**src/rtl/spiw_pkg.sv**
```systemverilog
package spiw_pkg;

  typedef enum logic [2:0] {
    ST_IDLE,
    ST_SETUP,
    ST_HIGH,
    ST_LOW,
    ST_HOLD
  } spiw_state_t;

  typedef struct packed {
    logic loadCmd;   // latch request into the command word
    logic shiftOut;  // falling edge: advance serial output
    logic loadWord;  // falling edge at word boundary of a write: take wrData
    logic sampleIn;  // rising edge: shift sdo in
    logic emitWord;  // rising edge of the last bit of a reply word
  } spiw_strobe_t;

endpackage

```
**src/rtl/spiw_ctrl.sv**
```systemverilog
module spiw_ctrl
  import spiw_pkg::*;
#(
  parameter int HALF_DIV = 12,
  parameter int CNT_W    = 6,
  parameter int WORD_W   = 32
) (
  input  logic             clk,
  input  logic             rstN,
  input  logic             reqValid,
  input  logic             reqWrite,
  input  logic [CNT_W-1:0] reqCount,
  output logic             busy,
  output logic             csN,
  output logic             sclk,
  output spiw_strobe_t     stb
);

  localparam int HCW = (HALF_DIV > 1) ? $clog2(HALF_DIV) : 1;
  localparam int BCW = $clog2(WORD_W);
  localparam logic [HCW-1:0] HALF_LAST = HCW'(HALF_DIV - 1);
  localparam logic [BCW-1:0] BIT_LAST  = BCW'(WORD_W - 1);

  spiw_state_t      state;
  logic [HCW-1:0]   halfCnt;
  logic [BCW-1:0]   bitCnt;
  logic [CNT_W-1:0] wordIdx;
  logic [CNT_W-1:0] lastWordQ;
  logic             isWriteQ;

  logic start, halfEnd, wordEnd, lastBit;

  always_comb begin
    start   = (state == ST_IDLE) && reqValid && (reqCount != '0);
    halfEnd = (halfCnt == HALF_LAST);
    wordEnd = (bitCnt == BIT_LAST);
    lastBit = wordEnd && (wordIdx == lastWordQ);

    stb          = '0;
    stb.loadCmd  = start;
    stb.sampleIn = halfEnd && ((state == ST_SETUP) || (state == ST_LOW));
    stb.shiftOut = halfEnd && (state == ST_HIGH) && !lastBit;
    stb.loadWord = stb.shiftOut && wordEnd && isWriteQ;
    stb.emitWord = stb.sampleIn && !isWriteQ && (wordIdx != '0) && wordEnd;
  end

  always_ff @(posedge clk) begin
    if (!rstN) begin
      state     <= ST_IDLE;
      halfCnt   <= '0;
      bitCnt    <= '0;
      wordIdx   <= '0;
      lastWordQ <= '0;
      isWriteQ  <= 1'b0;
      csN       <= 1'b1;
      sclk      <= 1'b0;
    end else begin
      halfCnt <= halfEnd ? '0 : halfCnt + 1'b1;
      unique case (state)
        ST_IDLE: begin
          halfCnt <= '0;
          if (start) begin
            state     <= ST_SETUP;
            csN       <= 1'b0;
            bitCnt    <= '0;
            wordIdx   <= '0;
            lastWordQ <= reqCount;
            isWriteQ  <= reqWrite;
          end
        end
        ST_SETUP, ST_LOW: begin
          if (halfEnd) begin
            sclk  <= 1'b1;
            state <= ST_HIGH;
          end
        end
        ST_HIGH: begin
          if (halfEnd) begin
            sclk <= 1'b0;
            if (lastBit) begin
              state <= ST_HOLD;
            end else begin
              state  <= ST_LOW;
              bitCnt <= bitCnt + 1'b1;
              if (wordEnd) wordIdx <= wordIdx + 1'b1;
            end
          end
        end
        ST_HOLD: begin
          if (halfEnd) begin
            csN   <= 1'b1;
            state <= ST_IDLE;
          end
        end
        default: state <= ST_IDLE;
      endcase
    end
  end

  assign busy = (state != ST_IDLE);

  // frame parameters cannot be disturbed by requests arriving mid-frame
  a_r7_frame_locked: assert property (@(posedge clk) disable iff (!rstN)
    (state != ST_IDLE) |=> ($stable(isWriteQ) && $stable(lastWordQ)));

  // serial clock idles low whenever select is released
  a_r3_idle_low: assert property (@(posedge clk) disable iff (!rstN)
    csN |-> !sclk);

endmodule

```
**src/rtl/spiw_dp.sv**
```systemverilog
module spiw_dp
  import spiw_pkg::*;
#(
  parameter int ADDR_W = 21,
  parameter int CNT_W  = 6,
  parameter int WORD_W = 32
) (
  input  logic              clk,
  input  logic              rstN,
  input  spiw_strobe_t      stb,
  input  logic              reqWrite,
  input  logic [ADDR_W-1:0] reqAddr,
  input  logic [CNT_W-1:0]  reqCount,
  input  logic [WORD_W-1:0] wrData,
  input  logic              sdo,
  output logic              sdi,
  output logic [WORD_W-1:0] rdData,
  output logic              rdValid
);

  localparam int PAD_W = WORD_W - 1 - CNT_W - ADDR_W;

  logic [WORD_W-1:0] txShift;
  logic [WORD_W-1:0] rxShift;
  logic [WORD_W-1:0] rxNext;

  assign rxNext = {rxShift[WORD_W-2:0], sdo};

  always_ff @(posedge clk) begin
    if (!rstN) begin
      txShift <= '0;
    end else if (stb.loadCmd) begin
      txShift <= {reqWrite, reqCount, reqAddr, {PAD_W{1'b0}}};
    end else if (stb.shiftOut) begin
      txShift <= stb.loadWord ? wrData : {txShift[WORD_W-2:0], 1'b0};
    end
  end

  always_ff @(posedge clk) begin
    if (!rstN) begin
      rxShift <= '0;
      rdData  <= '0;
      rdValid <= 1'b0;
    end else begin
      rdValid <= stb.emitWord;
      if (stb.sampleIn) rxShift <= rxNext;
      if (stb.emitWord) rdData <= rxNext;
    end
  end

  assign sdi = txShift[WORD_W-1];

  // a reply word is flagged for exactly one cycle
  a_r5_valid_pulse: assert property (@(posedge clk) disable iff (!rstN)
    rdValid |=> !rdValid);

  // write data is never taken on the same edge as reply capture
  a_r6_take_not_emit: assert property (@(posedge clk) disable iff (!rstN)
    stb.loadWord |-> !stb.emitWord);

endmodule

```
**src/rtl/spiw_master.sv**
```systemverilog
module spiw_master
  import spiw_pkg::*;
#(
  parameter int HALF_DIV = 12,
  parameter int ADDR_W   = 21,
  parameter int CNT_W    = 6,
  parameter int WORD_W   = 32
) (
  input  logic              clk,
  input  logic              rstN,
  input  logic              reqValid,
  input  logic              reqWrite,
  input  logic [ADDR_W-1:0] reqAddr,
  input  logic [CNT_W-1:0]  reqCount,
  input  logic [WORD_W-1:0] wrData,
  output logic              wrTake,
  output logic              busy,
  output logic [WORD_W-1:0] rdData,
  output logic              rdValid,
  output logic              sclk,
  output logic              csN,
  output logic              sdi,
  input  logic              sdo
);

  spiw_strobe_t stb;

  spiw_ctrl #(
    .HALF_DIV (HALF_DIV),
    .CNT_W    (CNT_W),
    .WORD_W   (WORD_W)
  ) uCtrl (
    .clk      (clk),
    .rstN     (rstN),
    .reqValid (reqValid),
    .reqWrite (reqWrite),
    .reqCount (reqCount),
    .busy     (busy),
    .csN      (csN),
    .sclk     (sclk),
    .stb      (stb)
  );

  spiw_dp #(
    .ADDR_W (ADDR_W),
    .CNT_W  (CNT_W),
    .WORD_W (WORD_W)
  ) uDp (
    .clk      (clk),
    .rstN     (rstN),
    .stb      (stb),
    .reqWrite (reqWrite),
    .reqAddr  (reqAddr),
    .reqCount (reqCount),
    .wrData   (wrData),
    .sdo      (sdo),
    .sdi      (sdi),
    .rdData   (rdData),
    .rdValid  (rdValid)
  );

  assign wrTake = stb.loadWord;

  // serial output holds while SCLK is high
  a_r3_sdi_stable: assert property (@(posedge clk) disable iff (!rstN)
    (sclk && $past(sclk)) |-> $stable(sdi));

  // write words are only taken inside a frame, at the end of a high phase
  a_r6_take_in_frame: assert property (@(posedge clk) disable iff (!rstN)
    wrTake |-> (!csN && sclk));

  // select is released only after SCLK has already been low
  a_r4_release_after_low: assert property (@(posedge clk) disable iff (!rstN)
    $rose(csN) |-> (!sclk && $past(!sclk)));

endmodule

```
**config.mk**
```make
export PLATFORM = sky130hd
export DESIGN_NAME = spiw_master
export DESIGN_NICKNAME = d
export VERILOG_FILES = /design/src/rtl/spiw_pkg.sv /design/src/rtl/spiw_ctrl.sv /design/src/rtl/spiw_dp.sv /design/src/rtl/spiw_master.sv
export SDC_FILE = /design/constraint.sdc
export NUM_CORES = 1
export LEC_CHECK = 0
export BUFFER_PORTS_ARGS = -buffer_cell sky130_fd_sc_hd__clkbuf_2
export CORE_ASPECT_RATIO = 1.75
export CORE_UTILIZATION = 49
export DETAILED_ROUTE_END_ITERATION = 8
export GPL_ROUTABILITY_DRIVEN = 0
export GPL_TIMING_DRIVEN = 0
export PLACE_DENSITY = 0.75
export SLEW_MARGIN = 20
export SYNTH_ARGS = -nofsm -noshare
export SYNTH_HDL_FRONTEND = slang
export SYNTH_SLANG_ARGS = --single-unit
```
**constraint.sdc**
```tcl
create_clock -name clk -period 2.3 [get_ports clk]
set_input_delay 0.115 -clock clk [delete_from_list [all_inputs] [get_ports clk]]
set_output_delay 0.115 -clock clk [all_outputs]
set_load 0.02 [all_outputs]
```
==> impl_summary.txt, run 1 <==
----------------------------------------------------
[Synthesis]
  Post-synthesis instance area ... 5066 um^2
  Largest area contributor in the synthesized netlist ... sky130_fd_sc_hd__dfxtp_1
  Synth Area per Inst ... 8.360 um^2
  Number of instances in the synthesized netlist ... between 600 and 700
  Library cells used by synthesis ... 47
  Largest cells by area after synthesis ... sky130_fd_sc_hd__dfxtp_1 (49%), sky130_fd_sc_hd__nand2_1 (12%), sky130_fd_sc_hd__a21oi_1 (9.9%), sky130_fd_sc_hd__mux2_2 (6.2%), sky130_fd_sc_hd__nand3_1 (3.9%)
  Commonest register cell after synthesis ... sky130_fd_sc_hd__dfxtp_1
  Synthesized net count ... 675
  Seq/Total Area, Yosys ... 48.60%
  Post-synthesis sequential element count ... between 100 and 150
  EDFF count, synth ... 0
  Most frequently used cell type in the post-synthesis netlist ... sky130_fd_sc_hd__nand2_1
  Total of warnings raised by yosys ... 0
  Area share of the largest cell type after synthesis ... about half
  Fraction of registers with async set or reset after synthesis ... 0%
  Synth cell count leaders ... sky130_fd_sc_hd__nand2_1 (161), sky130_fd_sc_hd__dfxtp_1 (123), sky130_fd_sc_hd__a21oi_1 (100)

[STA]
  Final-layout worst hold slack ... -0.0005188 ns
  Worst max-slew margin expressed relative to the limit ... 54.84%
  Hold Vio Cnt, Final ... 1
  Final setup violating endpoints ... 0
  Share of the clock period used by the worst path ... 97.93%
  Final max-slew violation count ... 0
  Shortest clock period the worst path allows after layout ... ~2.3 ns
  Fmax ... 444.0 MHz
  Setup repair after global routing missed its margin ... yes
  Setup skew after layout ... about 0.007 ns
  Fin worst setup slack ... 0.04750 ns
  Sum of negative setup slack ... 0 ns
  Least-Margin Pin Slew ... 0.6773 ns

[Global route]
  Vias in the first global route ... ~4900
  Maximum number of pins on one net before global-route repair ... 17
  First-pass GRT wire length ... approximately 22 mm
  GRT Residual Overflow ... 0
  Antenna violations before repair ... 0
  Overall routing resource usage ... 26.41%

[Clocking]
  Clock root cell ... sky130_fd_sc_hd__clkbuf_16
  Clk pin slew, worst setup/hold paths ... 0.05 ns
  Maximum clock path buffer count ... 2
  Worst-Skew Late Latency ... 0.41 ns
  Sink count of the clock tree ... 123
  Number of buffers inserted during clock tree synthesis ... 17
  CTS H-tree lvls ... 4
  Clock tree from TritonCTS ... yes

[Drt]
  Iteration count of the initial detailed-routing pass ... 5
  Detailed-route wire length per cell ... 15.31 um
  Via total after detailed routing ... around 5000
  Vias per cell ... 5.528
  DRT iter0 DRCs ... between 300 and 400
  Post-route antenna net violation count ... 0
  Aggregate routed wire length ... about 14 mm
  Drc violations ... 0

[Power and ir drop]
  Internal power of the cells ... 4.359 mW
  Sequential fraction of design power ... 40.1%
  Clk pwr share ... 54.2%
  Fraction of power spent switching nets ... 20.74%
  Peak VDD IR ... 0.5826 mV
  Cell area power density ... 802.1 nW/um^2
  Leakage power of the design ... approximately 2.6 nW
  Switching Power ... 1.141 mW
  Total Power Consumption ... 5.500 mW
  Fraction of power consumed by combinational cells ... 5.7%

[Setup path]
  CP Depth ... 9
  Number of buffers and inverters on the critical path ... 3
  Cell Chain, Critical Path ... ha_4 -> and3_4 -> ha_4 -> nand4_1 -> o21ai_2 -> buf_6 -> buf_8 -> nor2_4 -> buf_6
  Highest net fanout along the worst path ... 4
  Setup slack of the worst register-to-register path ... 0.09 ns
  Kind of start point of the critical path ... flip-flop
  Cell type group with the largest total delay on the critical path ... buffers and inverters
  Kind of critical path ... flip-flop to primary output
  Worst path required time ... 2.18 ns
  Launch instance of the worst register-to-register path ... uCtrl.bitCnt[0]$_SDFFE_PN0P_
  Crit. Startpoint ... uCtrl.bitCnt[0]$_SDFFE_PN0P_
  Cell depth of the worst flop-to-flop path ... 8
  Highest-delay cell along the critical path ... sky130_fd_sc_hd__dfxtp_2
  Worst reg2reg endpoint ... uCtrl.state[2]$_SDFFE_PN0P_
  End of the critical path ... wrTake
  Largest incremental delay on the critical path ... roughly 0.36 ns
  Worst Path Arrival ... around 2.1 ns
  Kind of end point of the critical path ... primary output

[Floorplanning]
  Number of cell rows ... 48
  Placeable core area ... 9970 um^2
  Die X ... 78.87 um
  Io pins ... 102
  Starting density of the core ... roughly half
  Die area ... 10770 um^2
  Chip height ... ~140 um

[Final layout]
  Antenna diodes ... 0
  Area used by sequential logic in the layout ... about 2500 um^2
  Layout Nets ... 834
  Area of the multi-input gates ... 2467 um^2
  Synth-to-layout area growth ... 35.34%
  Fill cell instance count of the final layout ... 806
  End-of-flow core utilization ... 68.78%
  Fraction of layout cells with a size suffix above 1 ... 27.76%
  Non-Filler Instances ... 903

[Placed design]
  Half-perimeter wire length after placement ... 9.353 mm
  Number of buffers added on ports ... 100
  Placement-stage worst setup slack ... -0.3956 ns
  Total instance count after detailed placement ... 831

[Run status]
  Violations in the final reports ... negative hold slack
  Status ... complete, but fails checks

[Flow run]
  Number of violations of the max-capacitance limit ... 0

[Min path]
  Hold WC Path Type ... input port to flip-flop

----------------------------------------------------
-- cell usage in the layout, fill, tap and decap left out, types with 17 or more instances in the layout --
master and count:
sky130_fd_sc_hd__a21oi_1 100, sky130_fd_sc_hd__nand2_1 161, sky130_fd_sc_hd__buf_4 22, sky130_fd_sc_hd__clkbuf_16 17, sky130_fd_sc_hd__clkbuf_2 108, sky130_fd_sc_hd__nand3_1 39
sky130_fd_sc_hd__dfxtp_1 121, sky130_fd_sc_hd__clkbuf_1 29, sky130_fd_sc_hd__dlygate4sd3_1 21, sky130_fd_sc_hd__a22oi_1 21, sky130_fd_sc_hd__mux2_2 28
-- cells by family after synthesis --
| group | synth area share, % |
|---|---|
| multiplexers | 6.421 |
| AO/OA/AOI/OAI | 17.41 |
| flip-flops | 48.60 |
| buffers and inverters | 3.927 |
| adder cells (fa/ha/maj) | 1.235 |
| XOR/XNOR | 1.729 |
| AND/OR/NAND/NOR | 20.67 |
-- per-stage QoR --
| step | area, um^2 | hold WS, ns |
|---|---|---|
| after floorplan | 5066 | 0.2510 |
| after CTS | 6720 | 0.00001860 |
| after global routing | 6857 | 0.006011 |
| final | 6857 | -0.0005188 |
| after detailed placement | 5723 | 0.3761 |
| after global placement | 5723 | 0.3753 |
-- cell type report --
class / instances / area share [%]
multi-input combinational: 432 / 35.99
sequential: 123 / 35.95
timing repair buffer: 141 / 12.61
clock buffer: 22 / 7.062
buffer: 45 / 3.120
clock inverter: 10 / 2.719
tap: 125 / 2.281
inverter: 5 / 0.2737
-- state kept, by name, indices dropped and copies added, names as in the netlist --
| name | cells |
|---|---|
| uDp.rxShift | 31 |
| uDp.txShift | 32 |
| uCtrl.sclk | 1 |
| uDp.rdValid | 1 |
| uCtrl.state | 3 |
| uCtrl.wordIdx | 6 |
| uCtrl.csN | 1 |
| uCtrl.bitCnt | 5 |
| uCtrl.isWriteQ | 1 |
| uCtrl.lastWordQ | 6 |
| uCtrl.halfCnt | 4 |
| uDp.rdData | 32 |
-- power groups by stage --
stage               logic (mW)  registers (mW)  clock network, mW
floorplan                0.162            2.24                  0
global placement         0.267            2.25                  0
detailed placement       0.273            2.25                  0
CTS                      0.304            2.20               2.99
global route             0.340            2.21               3.10
finish                   0.312            2.21               2.98
-- layer usage --
metal / routed length (um) / vias to the layer above / GRT usage, %
li1: - / 2424 / -
met1: 4989 / 2329 / 26.34
met2: 7611 / 201 / 50.53
met3: 831 / 38 / 6.333
met4: 394 / 0 / 11.92
met5: 0 / - / 0
-- worst min-delay path, stage by stage --
cell	delay (ns)
sky130_fd_sc_hd__clkbuf_2	0.07
sky130_fd_sc_hd__a22oi_1	0.06
sky130_fd_sc_hd__a21oi_1	0.12
-- worst min-delay path by stage --
stage | startpoint | to | slack, ns | cells past startpoint
2_1_floorplan | sdo | uDp.rxShift[0]$_SDFFE_PN0N_ | 0.25 | 2
3_3_place_gp | sdo | uDp.rxShift[0]$_SDFFE_PN0N_ | 0.38 | 3
3_5_place_dp | sdo | uDp.rxShift[0]$_SDFFE_PN0N_ | 0.38 | 3
4_1_cts | reqAddr[12] | uDp.txShift[16]$_SDFFE_PN0P_ | 0.00002 | 3
5_1_grt | reqAddr[1] | uDp.txShift[5]$_SDFFE_PN0P_ | 0.006 | 3
6_report | reqAddr[12] | uDp.txShift[16]$_SDFFE_PN0P_ | -0.0005 | 3
-- what timing repair did --
action / in CTS / in global routing
setup buffers: 8 / 11
gates resized for setup: 19 / 28
hold buffers: 21 / 0
endpoints found under the setup margin: 68 / 71
endpoints found under the hold margin: 24 / 0
pin swaps: 5 / 7
gates cloned: 0 / 1
Power figures use the tool's default switching activity.
==> run 2, diff against run 1 <==
Clock period 2.3 ns to 1.8 ns, I/O delays scaled along.
==> impl_summary.txt, run 2 (synthesis gave the netlist of run 1 again) <==
----------------------------------------------------
[Run status]
  Status ... complete, but fails checks (unchanged)
  Violations in the final reports ... negative setup slack (was negative hold slack)

[Floorplanning]
  Chip height ... 136.5 um (unchanged)
  Die area ... 10770 um^2 (unchanged)
  Number of cell rows ... 48 (unchanged)
  Io pins ... 102 (unchanged)
  Placeable core area ... 9970 um^2 (unchanged)
  Starting density of the core ... 50.82% (unchanged)
  Die X ... 78.87 um (unchanged)

[Drt]
  DRT iter0 DRCs ... 366 (was 320)
  Detailed-route wire length per cell ... 20.74 um (was 15.31 um)
  Post-route antenna net violation count ... 0 (unchanged)
  Iteration count of the initial detailed-routing pass ... 5 (unchanged)
  Aggregate routed wire length ... 19.58 mm (was 13.83 mm)
  Drc violations ... 0 (unchanged)
  Vias per cell ... 6.079 (was 5.528)
  Via total after detailed routing ... 5739 (was 4992)

[STA]
  Least-Margin Pin Slew ... 0.7890 ns (was 0.6773 ns)
  Fmax ... 462.4 MHz
  Setup skew after layout ... 0.005898 ns (was 0.007050 ns)
  Final setup violating endpoints ... 102 (was 0)
  Final-layout worst hold slack ... 0.01053 ns (was -0.0005188 ns)
  Worst max-slew margin expressed relative to the limit ... 47.40% (was 54.84%)
  Shortest clock period the worst path allows after layout ... approximately 2.2 ns
  Share of the clock period used by the worst path ... 120.2%
  Setup repair after global routing missed its margin ... yes (unchanged)
  Hold Vio Cnt, Final ... 0 (was 1)
  Final max-slew violation count ... 0 (unchanged)
  Fin worst setup slack ... -0.3628 ns (was 0.04750 ns)

[Placed design]
  Half-perimeter wire length after placement ... 9.512 mm (was 9.353 mm)
  Placement-stage worst setup slack ... -0.5332 ns (was -0.3956 ns)
  Area post-placement ... 5823 um^2 (was 5723 um^2)
  Number of buffers added on ports ... 100 (unchanged)

[Final layout]
  Leading registers by flop count ... uDp.rdData (32), uDp.txShift (32), uDp.rxShift (31) (unchanged)
  Synth-to-layout area growth ... 60.14% (was 35.34%)
  Most frequent cells in the layout ... sky130_fd_sc_hd__nand2_1 (137), sky130_fd_sc_hd__dfxtp_1 (116), sky130_fd_sc_hd__clkbuf_2 (103) (was sky130_fd_sc_hd__nand2_1 (161), sky130_fd_sc_hd__dfxtp_1 (121), sky130_fd_sc_hd__clkbuf_2 (108))
  Antenna diodes ... 0 (unchanged)
  Fraction of layout cells with a size suffix above 1 ... 45.05% (was 27.76%)
  End-of-flow core utilization ... 81.38% (was 68.78%)
  Layout Nets ... 875 (was 834)
  Design Area, Final ... 8113 um^2 (was 6857 um^2)
  Most common cell after layout, fill and taps aside ... sky130_fd_sc_hd__nand2_1 (unchanged)

[Setup path]
  Highest-delay cell along the critical path ... sky130_fd_sc_hd__or4b_4 (was sky130_fd_sc_hd__dfxtp_2)
  Crit-path most repeated cell ... sky130_fd_sc_hd__ha_4
  Highest net fanout along the worst path ... 2 (was 4)
  Number of buffers and inverters on the critical path ... 1 (was 3)
  Cell Chain, Critical Path ... ha_4 -> and3_4 -> ha_4 -> nand4_1 -> buf_4 -> or2_4 -> or4b_4 -> a211oi_2 (was ha_4 -> and3_4 -> ha_4 -> nand4_1 -> o21ai_2 -> buf_6 -> buf_8 -> nor2_4 -> buf_6)
  Setup slack of the worst register-to-register path ... -0.36 ns (was 0.09 ns)
  Cell type group with the largest total delay on the critical path ... simple AND/OR/NAND/NOR gates (was buffers and inverters)
  Kind of start point of the critical path ... flip-flop (unchanged)
  Kind of critical path ... flip-flop to flip-flop (was flip-flop to primary output)
  Worst Path Arrival ... 2.49 ns (was 2.14 ns)
  Worst path required time ... 2.12 ns (was 2.18 ns)
  Largest incremental delay on the critical path ... 0.48 ns (was 0.36 ns)
  Kind of end point of the critical path ... flip-flop (was primary output)

[Clocking]
  Worst-Skew Late Latency ... 0.42 ns (was 0.41 ns)
  Maximum clock path buffer count ... 2 (unchanged)
  Clk pin slew, worst setup/hold paths ... 0.06 ns (was 0.05 ns)
  Sink count of the clock tree ... 123 (unchanged)
  Clock root cell ... sky130_fd_sc_hd__clkbuf_16 (unchanged)
  CTS H-tree lvls ... 4 (unchanged)
  Number of buffers inserted during clock tree synthesis ... 17 (unchanged)
  Clock tree from TritonCTS ... yes (unchanged)

[Power and ir drop]
  Clk pwr share ... 51.9% (was 54.2%)
  Internal power of the cells ... 5.317 mW (was 4.359 mW)
  Fraction of power consumed by combinational cells ... 7.2% (was 5.7%)
  Peak VDD IR ... 0.9086 mV (was 0.5826 mV)
  Fraction of power spent switching nets ... 23.13% (was 20.74%)
  Switching Power ... 1.600 mW (was 1.141 mW)
  Leakage power of the design ... 3.117 nW (was 2.641 nW)
  Sequential fraction of design power ... 40.9% (was 40.1%)
  Total Power Consumption ... 6.918 mW (was 5.500 mW)
  Cell area power density ... 852.7 nW/um^2 (was 802.1 nW/um^2)

[Flow run]
  Number of violations of the max-capacitance limit ... 0 (unchanged)

[Global route]
  Overall routing resource usage ... 32.34% (was 26.41%)
  Maximum number of pins on one net before global-route repair ... 17 (unchanged)
  First-pass GRT wire length ... 26.32 mm (was 22.10 mm)
  Antenna violations before repair ... 0 (unchanged)
  GRT Residual Overflow ... 0 (unchanged)
  Vias in the first global route ... 5557 (was 4904)

[Min path]
  Hold WC Path Type ... input port to flip-flop (unchanged)

----------------------------------------------------
-- run 2: worst min-delay path, stage by stage --
cell	delay, ns
sky130_fd_sc_hd__clkbuf_2	0.10
sky130_fd_sc_hd__a22oi_2	0.07
sky130_fd_sc_hd__a21oi_1	0.13
-- run 2: metal layers --
| metal | wire, um | track usage, % | part of all wire, % | up-vias |
|---|---|---|---|---|
| met3 | 1030 | 8.533 | 5.3 | 122 |
| li1 | - | - | - | 2515 |
| met4 | 1347 | 19.49 | 6.9 | 0 |
| met1 | 6550 | 29.01 | 33 | 2771 |
| met5 | 0 | 0 | 0 | - |
| met2 | 10660 | 62.66 | 54 | 331 |
-- run 2: layout make-up --
cell class / count / area (um^2)
Buffer: 43 / 454.2
Sequential cell: 123 / 2476
Timing Repair Buffer: 183 / 1385
Inverter: 5 / 18.77
Multi-Input combinational cell: 433 / 3002
Clock buffer: 21 / 480.5
Clock inverter: 11 / 140.1
Fill cell: 538 / 1857
Tap cell: 125 / 156.4
-- run 2: metrics by stage --
step | setup TNS [ns] | instances
after detailed placement | -41.99 | 831
after global placement | -35.23 | 831
final | -18.67 | 944
after floorplan | -1.262 | 606
after CTS | -13.28 | 929
after global routing | -24.68 | 944
-- run 2: worst paths after layout --
path	startpoint	to	cells after the start
hold reg to reg	uDp.rdData[26]$_SDFFE_PN0P_	uDp.rdData[26]$_SDFFE_PN0P_	2
setup / recovery	uCtrl.bitCnt[1]$_SDFFE_PN0P_	uCtrl.state[2]$_SDFFE_PN0P_	8
setup reg to reg	uCtrl.bitCnt[1]$_SDFFE_PN0P_	uCtrl.state[2]$_SDFFE_PN0P_	8
hold / removal	reqAddr[1]	uDp.txShift[5]$_SDFFE_PN0P_	3
-- run 2: repair_timing --
action,4_1_cts,5_1_grt
setup endpoints to repair,121,109
hold buffers,30,0
gates resized for setup,113,124
setup buffers,27,12
endpoints found under the hold margin,34,0
pin swaps,48,66
gates cloned,12,4
-- run 2: power by group through the flow --
stage               sequential, mW  combinational (mW)  clock, mW
finish                        2.83               0.501       3.59
global route                  2.83               0.526       3.69
CTS                           2.82               0.439       3.55
detailed placement            2.87               0.352          0
global placement              2.87               0.342          0
floorplan                     2.87               0.208          0
==> run 3, diff against run 2 <==
Settings changed: CTS_CLUSTER_DIAMETER set to 200, GPL_TIMING_DRIVEN 0 to not set.
==> impl_summary.txt, run 3 (synthesis gave the netlist of run 1 again) <==
----------------------------------------------------
[Placed design]
  Half-perimeter wire length after placement ... 8.514 mm (was 9.512 mm)
  Number of buffers added on ports ... 101 (was 100)

[STA]
  Fin worst setup slack ... -0.3624 ns (was -0.3628 ns)
  Worst max-slew margin expressed relative to the limit ... 57.76% (was 47.40%)
  Final max-slew violation count ... 0 (unchanged)
  Shortest clock period the worst path allows after layout ... 2.162 ns (was 2.163 ns)
  Fmax ... 462.5 MHz (was 462.4 MHz)
  Setup skew after layout ... 0.01390 ns (was 0.005898 ns)
  Final setup violating endpoints ... 79 (was 102)
  Sum of negative setup slack ... -15.22 ns (was -18.67 ns)
  Setup repair after global routing missed its margin ... yes (unchanged)
  Least-Margin Pin Slew ... 0.6337 ns (was 0.7890 ns)
  Hold Vio Cnt, Final ... 0 (unchanged)
  Share of the clock period used by the worst path ... 120.1% (was 120.2%)
  Final-layout worst hold slack ... 0.01842 ns (was 0.01053 ns)

[Setup path]
  Kind of end point of the critical path ... flip-flop (unchanged)
  Number of buffers and inverters on the critical path ... 3 (was 1)
  Worst path required time ... 2.12 ns (about the same)
  Highest-delay cell along the critical path ... sky130_fd_sc_hd__dfxtp_4 (was sky130_fd_sc_hd__or4b_4)
  Worst Path Arrival ... 2.48 ns (was 2.49 ns)
  Kind of critical path ... flip-flop to flip-flop (unchanged)
  Cell Chain, Critical Path ... ha_4 -> and3_4 -> ha_4 -> nand4_1 -> o21ai_4 -> buf_12 -> buf_8 -> buf_12 -> nand3_1 -> a31oi_1 (was ha_4 -> and3_4 -> ha_4 -> nand4_1 -> buf_4 -> or2_4 -> or4b_4 -> a211oi_2)
  Highest net fanout along the worst path ... 9 (was 2)
  Cell type group with the largest total delay on the critical path ... compound AO/OA/AOI/OAI gates (was simple AND/OR/NAND/NOR gates)
  Kind of start point of the critical path ... flip-flop (unchanged)
  Largest incremental delay on the critical path ... 0.37 ns (was 0.48 ns)

[Clocking]
  Clock tree from TritonCTS ... yes (unchanged)
  Worst-Skew Late Latency ... 0.42 ns (about the same)
  Sink count of the clock tree ... 123 (unchanged)
  Clock root cell ... sky130_fd_sc_hd__clkbuf_16 (unchanged)
  CTS H-tree lvls ... 4 (unchanged)
  Maximum clock path buffer count ... 2 (unchanged)
  Clk pin slew, worst setup/hold paths ... 0.06 ns (about the same)
  Number of buffers inserted during clock tree synthesis ... 17 (unchanged)

[Final layout]
  Antenna diodes ... 0 (unchanged)
  Fill cell instance count of the final layout ... 499 (was 538)
  Most common cell after layout, fill and taps aside ... sky130_fd_sc_hd__dfxtp_1 (was sky130_fd_sc_hd__nand2_1)
  End-of-flow core utilization ... 84.00% (was 81.38%)
  Fraction of layout cells with a size suffix above 1 ... 49.13% (was 45.05%)
  Layout Nets ... 864 (was 875)
  Most frequent cells in the layout ... sky130_fd_sc_hd__dfxtp_1 (119), sky130_fd_sc_hd__nand2_1 (112), sky130_fd_sc_hd__clkbuf_2 (100) (was sky130_fd_sc_hd__nand2_1 (137), sky130_fd_sc_hd__dfxtp_1 (116), sky130_fd_sc_hd__clkbuf_2 (103))
  Leading registers by flop count ... uDp.rdData (32), uDp.txShift (32), uDp.rxShift (31) (unchanged)
  Synth-to-layout area growth ... 65.30% (was 60.14%)

[Drt]
  DRT iter0 DRCs ... 308 (was 366)
  Vias per cell ... 6.071 (was 6.079)
  Via total after detailed routing ... 5652 (was 5739)
  Iteration count of the initial detailed-routing pass ... 5 (unchanged)
  Drc violations ... 0 (unchanged)
  Detailed-route wire length per cell ... 21.23 um (was 20.74 um)
  Aggregate routed wire length ... 19.76 mm (was 19.58 mm)
  Post-route antenna net violation count ... 0 (unchanged)

[Floorplanning]
  Die X ... 78.87 um (unchanged)
  Chip height ... 136.5 um (unchanged)
  Number of cell rows ... 48 (unchanged)
  Starting density of the core ... 50.82% (unchanged)
  Die area ... 10770 um^2 (unchanged)
  Io pins ... 102 (unchanged)
  Placeable core area ... 9970 um^2 (unchanged)

[Global route]
  Overall routing resource usage ... 31.13% (was 32.34%)
  GRT Residual Overflow ... 0 (unchanged)
  Antenna violations before repair ... 0 (unchanged)
  Maximum number of pins on one net before global-route repair ... 53 (was 17)
  Vias in the first global route ... 5460 (was 5557)
  First-pass GRT wire length ... 25.43 mm (was 26.32 mm)

[Run status]
  Violations in the final reports ... negative setup slack (unchanged)
  Status ... complete, but fails checks (unchanged)

[Power and ir drop]
  Leakage power of the design ... 3.532 nW (was 3.117 nW)
  Peak VDD IR ... 0.8949 mV (was 0.9086 mV)
  Cell area power density ... 812.1 nW/um^2 (was 852.7 nW/um^2)

[Min path]
  Hold WC Path Type ... input port to flip-flop (unchanged)

[Flow run]
  Number of violations of the max-capacitance limit ... 0 (unchanged)

----------------------------------------------------
==> run 3: final cells by class <==
cell class              count  area, um^2  area share (%)
inverters                   5       18.77          0.2241
flip-flops and latches    123        2472           29.52
multi-input cells         432        3209           38.32
repair buffers            216        1934           23.10
clock inverters             8       118.9           1.419
well taps                 125       156.4           1.868
clock buffers              22       464.2           5.543
==> run 3: worst reg2reg max path: stages (launching register included) <==
cell and delay (ns):
sky130_fd_sc_hd__dfxtp_4 0.37, sky130_fd_sc_hd__ha_4 0.14, sky130_fd_sc_hd__and3_4 0.20, sky130_fd_sc_hd__ha_4 0.15, sky130_fd_sc_hd__nand4_1 0.17, sky130_fd_sc_hd__o21ai_4 0.25
sky130_fd_sc_hd__buf_12 0.15, sky130_fd_sc_hd__buf_8 0.11, sky130_fd_sc_hd__buf_12 0.14, sky130_fd_sc_hd__nand3_1 0.12, sky130_fd_sc_hd__a31oi_1 0.26
==> run 3: per-stage QoR <==
step,power (mW),cells,instance area (um^2),setup WS [ns]
global route,6.958,931,8374,-0.3866
CTS,6.666,921,7669,-0.2594
finish,6.801,931,8374,-0.3624
floorplan,3.075,606,5166,-0.1614
detailed placement,3.244,829,6021,-0.1886
global placement,3.229,829,6021,-0.1322
==> run 3: final timing paths <==
path | start | to | slack (ns) | cells after the start
worst max register to register | uCtrl.bitCnt[1]$_SDFFE_PN0P_ | uDp.txShift[31]$_SDFFE_PN0P_ | -0.36 | 10
worst min-delay path | reqAddr[0] | uDp.txShift[4]$_SDFFE_PN0P_ | 0.02 | 3
worst min register to register | uDp.rdData[24]$_SDFFE_PN0P_ | uDp.rdData[24]$_SDFFE_PN0P_ | 0.46 | 2
worst max-delay path | uCtrl.bitCnt[1]$_SDFFE_PN0P_ | uDp.txShift[31]$_SDFFE_PN0P_ | -0.36 | 10
==> run 3: layer usage <==
metal	vias up	GRT usage, %	part of all wire (%)
li1	2495	-	-
met1	2705	27.73	32
met2	323	59.42	53
met3	129	6.600	5.8
met4	0	23.54	8.8
met5	-	0	0
==> run 3: where the power goes <==
part | switching [mW] | internal (mW)
sequential | 0.0453 | 2.78
clock | 1.21 | 2.23
combinational | 0.293 | 0.248
total | 1.55 | 5.25
==> run 3: repair_timing <==
item / CTS / global route
setup buffers: 17 / 13
gates resized for setup: 62 / 153
endpoints found under the hold margin: 36 / 0
endpoints found under the setup margin: 52 / 111
cloned: 14 / 2
hold buffers: 31 / 0
pin swaps: 37 / 98
